[src/rtl/i2c_regif_pkg.sv]
package i2c_regif_pkg;
    parameter int REG_AW = 8;
    parameter int BYTE_W = 8;
    parameter int CNT_W  = $clog2(BYTE_W + 1);
    parameter logic [5:0] ADDR_PREFIX = 6'b110000;

    typedef enum logic [2:0] {
        ST_IDLE, ST_ADDR, ST_AACK, ST_WR, ST_WACK, ST_RD, ST_RACK
    } bus_st_e;

    typedef struct packed {
        bus_st_e             st;
        logic [BYTE_W-1:0]   shift;
        logic [CNT_W-1:0]    cnt;
        logic [REG_AW-1:0]   ptr;
        logic                first;
        logic                rw;
        logic                nack;
        logic                oe;
        logic                wr_en;
        logic [REG_AW-1:0]   wr_addr;
        logic [BYTE_W-1:0]   wr_data;
        logic                scl_p;
        logic                sda_p;
    } regif_t;
endpackage

[src/rtl/i2c_regif_sync.sv]
module i2c_regif_sync #(
    parameter int STAGES = 2,
    parameter int W      = 2
) (
    input  logic         clk,
    input  logic         rst_n,
    input  logic [W-1:0] d,
    output logic [W-1:0] q
);
    logic [STAGES-1:0][W-1:0] pipe_q;

    always_ff @(posedge clk or negedge rst_n) begin
        if (!rst_n) pipe_q <= '1;
        else        pipe_q <= {pipe_q[STAGES-2:0], d};
    end

    assign q = pipe_q[STAGES-1];
endmodule

[src/rtl/i2c_regif_rdmux.sv]
module i2c_regif_rdmux
    import i2c_regif_pkg::*;
(
    input  logic [REG_AW-1:0] ptr,
    input  logic [BYTE_W-1:0] file_data,
    input  logic              xtal_los,
    input  logic              clkin_los,
    input  logic [1:0]        pll_lol,
    output logic [BYTE_W-1:0] rd_byte
);
    logic [BYTE_W-1:0] status;

    always_comb begin
        status    = '0;
        status[3] = xtal_los;
        status[4] = clkin_los;
        status[5] = pll_lol[0];
        status[6] = pll_lol[1];
        rd_byte   = (ptr == '0) ? status : file_data;
    end
endmodule

[src/rtl/i2c_regif.sv]
module i2c_regif
    import i2c_regif_pkg::*;
(
    input  logic              clk,
    input  logic              rst_n,
    input  logic              scl_in,
    input  logic              sda_in,
    output logic              sda_oe,
    output logic              sda_drv,
    input  logic              addr_strap,
    input  logic              xtal_los,
    input  logic              clkin_los,
    input  logic [1:0]        pll_lol,
    output logic              rf_wr_en,
    output logic [REG_AW-1:0] rf_wr_addr,
    output logic [BYTE_W-1:0] rf_wr_data,
    output logic [REG_AW-1:0] rf_rd_addr,
    input  logic [BYTE_W-1:0] rf_rd_data
);
    localparam logic [CNT_W-1:0] LAST_BIT = CNT_W'(BYTE_W - 1);
    localparam logic [CNT_W-1:0] FULL_CNT = CNT_W'(BYTE_W);

    logic [1:0]        bus_s;
    logic              scl_s, sda_s;
    logic              start_evt, stop_evt, scl_rise, scl_fall;
    logic              addr_hit;
    logic [BYTE_W-1:0] rd_byte;
    regif_t            r_q, r_d;

    i2c_regif_sync #(.STAGES(2), .W(2)) u_sync (
        .clk (clk),
        .rst_n (rst_n),
        .d   ({scl_in, sda_in}),
        .q   (bus_s)
    );
    assign scl_s = bus_s[1];
    assign sda_s = bus_s[0];

    i2c_regif_rdmux u_rdmux (
        .ptr       (r_q.ptr),
        .file_data (rf_rd_data),
        .xtal_los  (xtal_los),
        .clkin_los (clkin_los),
        .pll_lol   (pll_lol),
        .rd_byte   (rd_byte)
    );

    // bus events on the synchronised lines
    assign start_evt = scl_s && r_q.scl_p && r_q.sda_p && !sda_s;
    assign stop_evt  = scl_s && r_q.scl_p && !r_q.sda_p && sda_s;
    assign scl_rise  = scl_s && !r_q.scl_p;
    assign scl_fall  = !scl_s && r_q.scl_p;
    assign addr_hit  = (r_q.shift[7:1] == {ADDR_PREFIX, addr_strap});

    always_comb begin
        r_d       = r_q;
        r_d.wr_en = 1'b0;
        r_d.scl_p = scl_s;
        r_d.sda_p = sda_s;
        if (start_evt) begin
            r_d.st    = ST_ADDR;
            r_d.cnt   = '0;
            r_d.oe    = 1'b0;
            r_d.first = 1'b1;
        end else if (stop_evt) begin
            r_d.st = ST_IDLE;
            r_d.oe = 1'b0;
        end else begin
            unique case (r_q.st)
                ST_IDLE: ;
                ST_ADDR: begin
                    if (scl_rise) begin
                        r_d.shift = {r_q.shift[BYTE_W-2:0], sda_s};
                        r_d.cnt   = r_q.cnt + 1'b1;
                    end else if (scl_fall && r_q.cnt == FULL_CNT) begin
                        if (addr_hit) begin
                            r_d.oe = 1'b1;
                            r_d.rw = r_q.shift[0];
                            r_d.st = ST_AACK;
                        end else begin
                            r_d.st = ST_IDLE;
                        end
                    end
                end
                ST_AACK: begin
                    if (scl_fall) begin
                        r_d.cnt = '0;
                        if (r_q.rw) begin
                            r_d.shift = rd_byte;
                            r_d.oe    = !rd_byte[BYTE_W-1];
                            r_d.st    = ST_RD;
                        end else begin
                            r_d.oe = 1'b0;
                            r_d.st = ST_WR;
                        end
                    end
                end
                ST_WR: begin
                    if (scl_rise) begin
                        r_d.shift = {r_q.shift[BYTE_W-2:0], sda_s};
                        r_d.cnt   = r_q.cnt + 1'b1;
                    end else if (scl_fall && r_q.cnt == FULL_CNT) begin
                        r_d.oe = 1'b1;
                        r_d.st = ST_WACK;
                        if (r_q.first) begin
                            r_d.ptr   = r_q.shift;
                            r_d.first = 1'b0;
                        end else begin
                            r_d.wr_en   = (r_q.ptr != '0);
                            r_d.wr_addr = r_q.ptr;
                            r_d.wr_data = r_q.shift;
                            r_d.ptr     = r_q.ptr + 1'b1;
                        end
                    end
                end
                ST_WACK: begin
                    if (scl_fall) begin
                        r_d.oe  = 1'b0;
                        r_d.cnt = '0;
                        r_d.st  = ST_WR;
                    end
                end
                ST_RD: begin
                    if (scl_fall) begin
                        if (r_q.cnt == LAST_BIT) begin
                            r_d.oe  = 1'b0;
                            r_d.st  = ST_RACK;
                            r_d.ptr = r_q.ptr + 1'b1;
                        end else begin
                            r_d.shift = {r_q.shift[BYTE_W-2:0], 1'b0};
                            r_d.oe    = !r_q.shift[BYTE_W-2];
                            r_d.cnt   = r_q.cnt + 1'b1;
                        end
                    end
                end
                ST_RACK: begin
                    if (scl_rise) begin
                        r_d.nack = sda_s;
                    end else if (scl_fall) begin
                        if (r_q.nack) begin
                            r_d.st = ST_IDLE;
                        end else begin
                            r_d.shift = rd_byte;
                            r_d.oe    = !rd_byte[BYTE_W-1];
                            r_d.cnt   = '0;
                            r_d.st    = ST_RD;
                        end
                    end
                end
                default: r_d.st = ST_IDLE;
            endcase
        end
    end

    always_ff @(posedge clk or negedge rst_n) begin
        if (!rst_n) begin
            r_q       <= '0;
            r_q.st    <= ST_IDLE;
            r_q.scl_p <= 1'b1;
            r_q.sda_p <= 1'b1;
        end else begin
            r_q <= r_d;
        end
    end

    assign sda_oe     = r_q.oe;
    assign sda_drv    = 1'b0;
    assign rf_wr_en   = r_q.wr_en;
    assign rf_wr_addr = r_q.wr_addr;
    assign rf_wr_data = r_q.wr_data;
    assign rf_rd_addr = r_q.ptr;


    no_reg0_write_chk: assert property (@(posedge clk) disable iff (!rst_n)
        rf_wr_en |-> rf_wr_addr != '0);


    single_strobe_chk: assert property (@(posedge clk) disable iff (!rst_n)
        rf_wr_en |=> !rf_wr_en);


    ptr_advance_chk: assert property (@(posedge clk) disable iff (!rst_n)
        rf_wr_en |=> rf_rd_addr == $past(rf_wr_addr) + 1'b1);


    sda_low_phase_chk: assert property (@(posedge clk) disable iff (!rst_n)
        (!$stable(sda_oe) && !$past(start_evt) && !$past(stop_evt)) |-> !scl_s);


    stop_release_chk: assert property (@(posedge clk) disable iff (!rst_n)
        stop_evt |=> !sda_oe);
endmodule

[config.mk]
export PLATFORM = sky130hd
export DESIGN_NAME = i2c_regif
export DESIGN_NICKNAME = d
export VERILOG_FILES = /design/src/rtl/i2c_regif_pkg.sv /design/src/rtl/i2c_regif_sync.sv /design/src/rtl/i2c_regif_rdmux.sv /design/src/rtl/i2c_regif.sv
export SDC_FILE = /design/constraint.sdc
export NUM_CORES = 1
export LEC_CHECK = 0
export ABC_AREA = 1
export ABC_CLOCK_PERIOD_IN_PS = 2970
export BUFFER_PORTS_ARGS = -buffer_cell sky130_fd_sc_hd__buf_4
export CAP_MARGIN = 20
export CELL_PAD_IN_SITES_DETAIL_PLACEMENT = 1
export CELL_PAD_IN_SITES_GLOBAL_PLACEMENT = 2
export CORE_AREA = 2 2 95 97
export CTS_BUF_LIST = sky130_fd_sc_hd__clkbuf_4 sky130_fd_sc_hd__clkbuf_8
export DETAILED_ROUTE_END_ITERATION = 7
export DIE_AREA = 0 0 97 99
export GPL_ROUTABILITY_DRIVEN = 0
export PLACE_DENSITY = 0.85
export SLEW_MARGIN = 20
export SYNTH_ARGS = -nofsm -noshare
export SYNTH_HDL_FRONTEND = slang
export SYNTH_HIERARCHICAL = 1
export SYNTH_SLANG_ARGS = --single-unit
[constraint.sdc]
create_clock -name clk -period 2.97 [get_ports clk]
set_input_delay 0.1485 -clock clk [delete_from_list [all_inputs] [get_ports clk]]
set_output_delay 0.1485 -clock clk [all_outputs]
set_load 0.01 [all_outputs]
==> results of run 1 <==
==> critical path: stages, from the launching register on <==
cell and delay [ns]:
dfrtp_1 0.57, nand2_2 0.14, inv_1 0.09, nand2_1 0.14, nand2_1 0.34, inv_1 0.19, nand2_1 0.09, o21ai_0 0.07
nand2_1 0.07, o21ai_0 0.07
==> logic make-up after synthesis <==
logic type      synth area share
compound gates            0.1046
xor+xnor                0.008686
fa+ha+maj                0.01654
buf+inv                   0.1398
flops                     0.4160
other cells             0.001240
simple gates              0.3131
==> cells in the mapped netlist, types with 2 or more instances <==
master    instances  share of area
dfstp_2           6          0.052
inv_2             6         0.0074
xor2_1            2         0.0058
buf_4            28          0.069
nor2_1           31          0.038
clkbuf_1          4         0.0050
nor3_1            4         0.0066
nand2_2          10          0.021
nor2_2            5          0.010
o21ai_0          41          0.068
a21oi_1           6         0.0099
nand2_1         121           0.15
inv_1            44          0.055
o211ai_1          2         0.0050
dfrtp_1          44           0.36
nand4_1           5          0.010
or2_2             2         0.0041
nand3_1          28          0.046
o21ai_1          10          0.017
ha_1              4          0.017
==> layer usage <==
layer	track usage	vias up	part of all wire
met3	0.02411	7	0.027
met4	0.04225	0	0.012
met5	0	-	0
met1	0.2284	1232	0.49
li1	-	1323	-
met2	0.2644	45	0.47
==> power by group through the flow <==
stage / Combinational (mW) / Sequential [mW] / Clock [mW]
6_report: 0.691 / 0.860 / 0.429
5_1_grt: 0.815 / 0.872 / 0.467
4_1_cts: 0.701 / 0.860 / 0.443
3_5_place_dp: 0.689 / 0.873 / 0
3_3_place_gp: 0.676 / 0.869 / 0
2_1_floorplan: 0.522 / 0.836 / 0
==> per-stage QoR <==
stage	utilization	power, mW	hold slack, ns	worst slack, ns	area [µm²]
3_3_place_gp	0.3813	1.546	0.2224	1.128	3261
3_5_place_dp	0.3813	1.563	0.2238	1.090	3261
2_1_floorplan	-	1.358	-0.1471	1.431	3025
6_report	0.3960	1.980	0.2767	1.081	3386
5_1_grt	0.3960	2.154	0.3367	0.8217	3386
4_1_cts	0.3960	2.003	0.2807	1.075	3386
==> worst min-delay path by stage <==
stage | startpoint | to | slack, ns | depth (start not counted)
after detailed placement | rst_n | rf_wr_data[1] | 0.22 | 1
after global placement | rst_n | rf_wr_data[0] | 0.22 | 1
final | rf_rd_data[0] | r_q[35] | 0.28 | 7
after CTS | rf_rd_data[0] | r_q[35] | 0.28 | 7
after floorplan | rst_n | r_q[20] | -0.15 | 0
after global routing | rf_rd_data[0] | r_q[35] | 0.34 | 7
==> area by class of cell <==
class	count	area (µm²)	share of cell area
Clock inverter	2	12.51	0.003695
Multi-Input combinational cell	281	1344	0.3969
Timing Repair Buffer	47	360.3	0.1064
Sequential cell	50	1259	0.3718
Tap cell	108	135.1	0.03991
Clock buffer	6	82.58	0.02439
Inverter	51	192.7	0.05691
==> sequential cells by signal (all words and copies together) (netlist names) <==
signal         count
rf_wr_addr         8
sda_oe             1
rf_rd_addr         8
rf_wr_data         8
r_q               20
u_sync/q           2
u_sync/pipe_q      2
rf_wr_en           1
==> run metrics, run 1 <==
R2R cell count 9; growth of design area from synthesis to finish 11.91%; initial antenna violation count 0; pwr dens around 580 nW/µm²; Worst Max-Slew Pin Slew between 0.6 and 0.7 ns; final WL 7.484 mm; vias 2607; Peak Freq 529.3 MHz; worst flop-to-flop path startpoint r_q[45]; DRT Pass-1 Iters 4; Ant. Diodes 0; Worst setup SP type flop; CTS tree done; Final nets 457; Die ar. 9603 µm²; Total GRT Usage 0.1627; total grt overflow 0; yosys warns 6; number of CTS-inserted buffers 5; H-tree Lvls 2; WL/cell 13.73 µm; pin count of the biggest net entering global routing 51; commonest non-fill, non-tap cell in the layout nand2_1; fill count 1098; most frequent cells in the layout nand2_1 (121), inv_1 (44), buf_4 (44), dfrtp_1 (44), o21ai_0 (41); maximum vdd drop 0.0002634 V; Sw Ratio 0.4055; Initial Utilization 0.3538; P_int 1.177 mW; Main synth FF type dfrtp_1; # setup viols final 0; post-synth cell types 32; CP Class reg2reg; IO Pins 44; post-DP HPWL 5.715 mm; drt via density 4.783; final hold vios 0; CP arrival 2.09 ns; Reg power frac 0.434; sequential share of the synthesized area 0.4160; worst setup path endpoint rf_rd_addr[3]; number of DRC markers in iteration 0 57; CP startpoint r_q[45]; Comb power frac 0.349; share of layout cells above drive strength 1 0.2037; clock group share of total power 0.217; Post-route DRC 0; Lkg Pwr 1.740 nW; PortBufs 42; minimum clock period 1.889 ns; clk root buf clkbuf_8; Die W 97 µm; Placed Cells 534; RSZ-0062 raised after global routing no; status finished, final reports clean; post-CTS sizing 0; Core Rows 34; Post-Synthesis Cell Area just over 3000 µm²; vias in the first global route 2620; Crit. End Element flop; Post-synth EDFFs 0; FF-to-FF setup slack around 1.1 ns; Net Count, Synth between 400 and 500; syn avg cell area between 7 and 8 µm²; crit share post-route 0.6361; asr flop ratio synth 1.000; Final Skew around 0.0066 ns; Worst Path Required 3.17 ns; Rel. slew slack 0.5632; Yosys reg bits 50; crit-path max FO 12; FF-to-FF End rf_rd_addr[3]; hold_buf cts 3; Post-Layout Cell Count roughly 550; core area 8551 µm²; Synth Instances 415; Reg clk slew, reported paths 0.10 ns; max-slew violations 0; setup bufs post-CTS 0; global-route wire length before repair between 10 and 15 mm; setup TNS 0 ns; CTS Buffer Depth 2; max_cap viols 0; Hold Path Class in2reg; Die Ht just under 100 µm; clock sinks 50; P_sw 803.1 µW; Clk Latency, worst-skew pair 0.30 ns; Antenna Nets Post-Route 0
Note: power is estimated with default switching activity, not from simulation.
==> inputs of run 2 (changes only) <==
--- a/config.mk
+++ b/config.mk
@@ -5,18 +5,18 @@
 export SDC_FILE = /design/constraint.sdc
 export NUM_CORES = 1
 export LEC_CHECK = 0
-export ABC_AREA = 1
-export ABC_CLOCK_PERIOD_IN_PS = 2970
+export ABC_AREA = 0
+export ABC_CLOCK_PERIOD_IN_PS = 1900
 export BUFFER_PORTS_ARGS = -buffer_cell sky130_fd_sc_hd__buf_4
 export CAP_MARGIN = 20
 export CELL_PAD_IN_SITES_DETAIL_PLACEMENT = 1
 export CELL_PAD_IN_SITES_GLOBAL_PLACEMENT = 2
-export CORE_AREA = 2 2 95 97
+export CORE_AREA = 2 2 92 94
 export CTS_BUF_LIST = sky130_fd_sc_hd__clkbuf_4 sky130_fd_sc_hd__clkbuf_8
 export DETAILED_ROUTE_END_ITERATION = 7
-export DIE_AREA = 0 0 97 99
+export DIE_AREA = 0 0 94 96
 export GPL_ROUTABILITY_DRIVEN = 0
-export PLACE_DENSITY = 0.85
+export PLACE_DENSITY = 0.8
 export SLEW_MARGIN = 20
 export SYNTH_ARGS = -nofsm -noshare
 export SYNTH_HDL_FRONTEND = slang
==> constraint.sdc (replaced) <==
create_clock -name clk -period 1.9 [get_ports clk]
set_input_delay 0.095 -clock clk [delete_from_list [all_inputs] [get_ports clk]]
set_output_delay 0.095 -clock clk [all_outputs]
set_load 0.01 [all_outputs]
==> run metrics, run 2 <==
status finished, final reports clean; Rel. slew slack 0.5656; Core Rows 33; Initial Utilization 0.3608; Worst Path Required 2.12 ns; Worst Hold Launch rf_rd_data[1]; Crit. End Element flop; Total GRT Usage 0.1744; Net Count, Synth 323; asr flop ratio synth 1.000; PortBufs 42; H-tree Lvls 2; CP arrival between 2 and 2.5 ns; Final Skew 0.008486 ns; vias in the first global route ~2.5k; Ant. Diodes 0; post-route setup slack about 0.022 ns; worst flop-to-flop path startpoint rf_rd_addr[1]; final hold vios 0; dpl ws -0.06623 ns; max reg flops 20; syn avg cell area 9.620 µm²; R2R cell count 9; CTS Buffer Depth 2; count leader, synth dfrtp_1; share of layout cells above drive strength 1 0.4146; power after layout 2.399 mW; vias 2403; CTS tree done; Main synth FF type dfrtp_1; Post-synth EDFFs 0; pwr dens 660.8 nW/µm²; initial antenna violation count 0; ranking of synthesized cells by area dfrtp_1 (38%), mux2_2 (10%), buf_4 (7.0%); total grt overflow 0; hold path depth 5; maximum vdd drop about 0.00029 V; Worst path slowest cell dfrtp_1; leading cell types by count after synthesis dfrtp_1 (44), nand2_1 (40), buf_4 (27), mux2_2 (27), o21ai_0 (25); Synth Instances 302; Peak Freq roughly 530 MHz; Critical Path Max Stage Delay about 0.41 ns; Antenna Nets Post-Route 0; post-DP HPWL 5.437 mm; Die W 94 µm; growth of design area from synthesis to finish 24.94%; FF-to-FF setup slack between 0.02 and 0.025 ns; DRT Pass-1 Iters 4; Worst Max-Slew Pin Slew 0.6516 ns; Post-Synthesis Cell Area 2905 µm²; sequential share of the synthesized area 0.4332; pin count of the biggest net entering global routing 51; crit share post-route 0.9882; Post-route DRC 0; Final nets 377; FF-to-FF End sda_oe; placed cell area approximately 3400 µm²; commonest non-fill, non-tap cell in the layout buf_4; Min-Delay Endpoint r_q[36]; max-slew violations 0; clk root buf clkbuf_8; Reg clk slew, reported paths 0.10 ns; max_cap viols 0; Hold Path Class in2reg; CP Class reg2reg; most frequent cells in the layout buf_4 (77), dfrtp_1 (41), nand2_1 (40), mux2_2 (27), o21ai_0 (24); largest reg by FF count r_q; minimum clock period 1.878 ns; cell taking the most area after synthesis dfrtp_1; clock sinks 50; final WL 7.640 mm; Worst setup SP type flop; core area a little over 8000 µm²; crit-path max FO 8; drt via density around 5.2; IO Pins 44; Yosys reg bits 50; RSZ-0062 raised after global routing yes; global-route wire length before repair 12.25 mm; Clk Latency, worst-skew pair slightly above 0.3 ns; Die Ht 96 µm; Finished Cell Area 3630 µm²; yosys warns 6; post-synth cell types 56; Die ar. roughly 9000 µm²; worst-path cell chain nor4_2 > nand2_1 > buf_6 > and2_2 > inv_2 > a311oi_1 > a21oi_1 > a211oi_1 > mux2i_1; # setup viols final 0; Lkg Pwr ~1.7 nW; number of CTS-inserted buffers 5; top-area cell type share of the netlist area 0.3790; WL/cell 16.54 µm; number of DRC markers in iteration 0 about 120
[run 2: stage by stage]
stage / TNS (ns) / cells / hold slack (ns) / utilization
floorplan: 0 / 302 / -0.2006 / -
global placement: 0 / 447 / 0.1672 / 0.4199
detailed placement: -0.1237 / 447 / 0.1700 / 0.4199
CTS: 0 / 458 / 0.2286 / 0.4396
global route: -0.4193 / 462 / 0.2397 / 0.4508
finish: 0 / 462 / 0.2310 / 0.4508
[run 2: cells by family (layout without fill, tap and decap cells)]
kind of cell / Yosys count / in the layout / synth area share
adder cells (fa/ha/maj): 4 / 4 / 0.01723
AND/OR/NAND/NOR: 99 / 99 / 0.1774
flip-flops: 50 / 50 / 0.4332
multiplexers: 28 / 28 / 0.1081
buffers and inverters: 48 / 103 / 0.1047
AO/OA/AOI/OAI: 70 / 70 / 0.1520
other: 1 / 1 / 0.001291
XOR/XNOR: 2 / 2 / 0.006030
[run 2: what timing repair did]
action | 4_1_cts | 5_1_grt
endpoints found under the setup margin | 13 | 27
buffers inserted | 0 | 4
resized for setup | 5 | 17
endpoints found under the hold margin | 46 | 0
gates cloned | 0 | 0
hold buffers | 3 | 0
pin swaps | 2 | 5
[run 2: worst max path at each step]
stage                  start       to  slack [ns]
2_1_floorplan    u_sync/q[1]  r_q[35]        0.10
3_3_place_gp   rf_rd_addr[1]   sda_oe        0.01
3_5_place_dp         r_q[45]  r_q[43]       -0.07
4_1_cts          u_sync/q[1]  r_q[34]      0.0002
5_1_grt              r_q[43]  r_q[34]       -0.06
6_report       rf_rd_addr[1]   sda_oe        0.02
[run 2: per-layer routing]
metal | track usage | wire (µm) | vias to the layer above
li1 | - | - | 1147
met1 | 0.2376 | 3576 | 1192
met2 | 0.2851 | 3673 | 53
met4 | 0.05797 | 123 | 0
met5 | 0 | 0 | -
met3 | 0.02662 | 266 | 11
[run 2: report_power, final]
| part | switching (mW) | leakage (nW) | internal (mW) |
|---|---|---|---|
| Clock | 0.375 | 0.0585 | 0.395 |
| Combinational | 0.179 | 0.935 | 0.187 |
| Sequential | 0.116 | 0.657 | 1.15 |
[run 2: area by class of cell]
class                      count  area, µm²
clock buffer                   5      68.82
clock inverter                 3      43.79
fill                         962       4422
inverter                      10      41.29
multi-input combinational    204       1400
sequential                    50       1262
tap                          105      131.4
timing repair buffer          85      681.9
[run 2: worst max-delay path, delay by kind of cell, from the launching register on]
kind / cells / cell delay (ns)
buffers and inverters: 2 / 0.23
DFF: 1 / 0.41
muxes: 1 / 0.18
and+or+nand+nor: 3 / 0.64
AOI/OAI and AO/OA: 3 / 0.34
==> inputs of run 3 (changes only) <==
--- a/config.mk
+++ b/config.mk
@@ -16,7 +16,7 @@
 export DETAILED_ROUTE_END_ITERATION = 7
 export DIE_AREA = 0 0 94 96
 export GPL_ROUTABILITY_DRIVEN = 0
-export PLACE_DENSITY = 0.8
+export PLACE_DENSITY_LB_ADDON = 0.12
 export SLEW_MARGIN = 20
 export SYNTH_ARGS = -nofsm -noshare
 export SYNTH_HDL_FRONTEND = slang
==> run metrics, run 3 (synthesis gave the netlist of run 2 again) <==
final hold vios 0; dpl ws -0.1269 ns; post-route setup slack -0.03037 ns; R2R cell count 9; H-tree Lvls 2; placed cell area 3358 µm²; Antenna Nets Post-Route 0; Hold Path Class in2reg; max_cap viols 0; Worst Max-Slew Pin Slew about 0.66 ns; status complete, but fails checks; CTS tree done; growth of design area from synthesis to finish 30.19%; Die W ~94 µm; Core Rows 33; Worst path slowest cell dfrtp_2; CP arrival 2.14 ns; DRT Pass-1 Iters 4; Initial Utilization 0.3608; pin count of the biggest net entering global routing 51; Worst Path Buf+Inv 4; Critical Path Max Stage Delay 0.45 ns; Clk Latency, worst-skew pair 0.31 ns; number of CTS-inserted buffers 5; RSZ-0062 raised after global routing yes; CP Depth 9; commonest non-fill, non-tap cell in the layout buf_4; number of DRC markers in iteration 0 80; Lkg Pwr 1.723 nW; drt via density 5.083; global-route wire length before repair roughly 13 mm; CP Class reg2reg; most frequent cells in the layout buf_4 (81), dfrtp_1 (42), nand2_1 (40), mux2_2 (27), o21ai_0 (24); Worst Path Required 2.11 ns; Peak Freq 518.0 MHz; CTS Buffer Depth 2; Ant. Diodes 0; share of layout cells above drive strength 1 0.4505; Top Family by Delay on Critical Path buffers and inverters; Finished Cell Area around 3800 µm²; Crit. End Element flop; WL/cell approximately 17 µm; PortBufs 42; vias in the first global route 2406; # setup viols final 9; clk root buf clkbuf_8; Post-route DRC 0; Reg clk slew, reported paths 0.10 ns; vias ~2.4k; max reg flops 20; maximum vdd drop around 0.00027 V; post-DP HPWL 5.416 mm; final WL roughly 8 mm; Die ar. about 9000 µm²; initial antenna violation count 0; Die Ht 96 µm; worst-path cell chain inv_2 > ha_4 > nand3b_1 > buf_4 > nor2_4 > nand4b_1 > buf_6 > clkbuf_16 > mux2_2; Rel. slew slack 0.5615; crit share post-route 1.016; largest reg by FF count r_q; fill count 938; Final nets ~380; Worst setup SP type flop; pwr dens 643.3 nW/µm²; total grt overflow 0; hold path depth 5; Total GRT Usage 0.1788; failing checks setup timing; core area ~8100 µm²; Final Skew 0.01033 ns; IO Pins 44; clock sinks 50; minimum clock period slightly below 2 ns; max-slew violations 0; crit-path max FO 5
[run 3: cell type report]
class | instances | area [µm²] | area share
Sequential cell | 50 | 1261 | 0.3334
Inverter | 10 | 37.54 | 0.009924
Timing Repair Buffer | 92 | 782.0 | 0.2067
Multi-Input combinational cell | 204 | 1454 | 0.3844
Tap cell | 105 | 131.4 | 0.03473
Clock buffer | 5 | 68.82 | 0.01819
Clock inverter | 3 | 47.55 | 0.01257
[run 3: layer usage]
metal  GRT usage  vias to the layer above  part of all wire
met1      0.2575                     1167              0.49
met3     0.02271                        7             0.039
met4     0.04348                        0            0.0083
met5           0                        -                 0
li1            -                     1157                 -
met2      0.2869                       53              0.47
[run 3: per-stage QoR]
stage	power, mW	hold slack, ns	utilization	TNS [ns]	cells
2_1_floorplan	1.438	-0.2006	-	0	302
3_3_place_gp	1.610	0.1810	0.4171	-0.2723	444
3_5_place_dp	1.617	0.1768	0.4171	-0.8172	444
4_1_cts	2.447	0.2184	0.4387	0	456
5_1_grt	2.568	0.2399	0.4698	-1.603	469
6_report	2.433	0.2271	0.4698	-0.2182	469
[run 3: worst reg2reg max path, stage by stage (launching register included)]
cell and delay [ns]:
dfrtp_2 0.45, inv_2 0.09, ha_4 0.13, nand3b_1 0.16, buf_4 0.20, nor2_4 0.10
nand4b_1 0.12, buf_6 0.16, clkbuf_16 0.16, mux2_2 0.27
[run 3: where the power goes]
part,switching [mW],internal [mW]
registers,0.121,1.15
logic,0.182,0.190
clock network,0.393,0.400
total,0.697,1.74
[run 3: path summary, 6_finish.rpt]
kind / slack [ns] / endpoint / from
setup / recovery: -0.03 / rf_wr_data[0] / r_q[31]
hold / removal: 0.23 / r_q[37] / rf_rd_data[2]
setup reg to reg: -0.03 / rf_wr_data[0] / r_q[31]
hold reg to reg: 0.36 / u_sync/q[1] / u_sync/pipe_q[1]
max in group asynchronous: 1.10 / r_q[31] / rst_n
min in group asynchronous: 0.34 / r_q[45] / rst_n
[run 3: repair_timing]
item,4_1_cts,5_1_grt
setup buffers,1,10
endpoints found under the setup margin,26,37
pin swaps,0,10
gates cloned,0,3
gates resized for setup,5,30
endpoints found under the hold margin,46,0
hold buffers,3,0
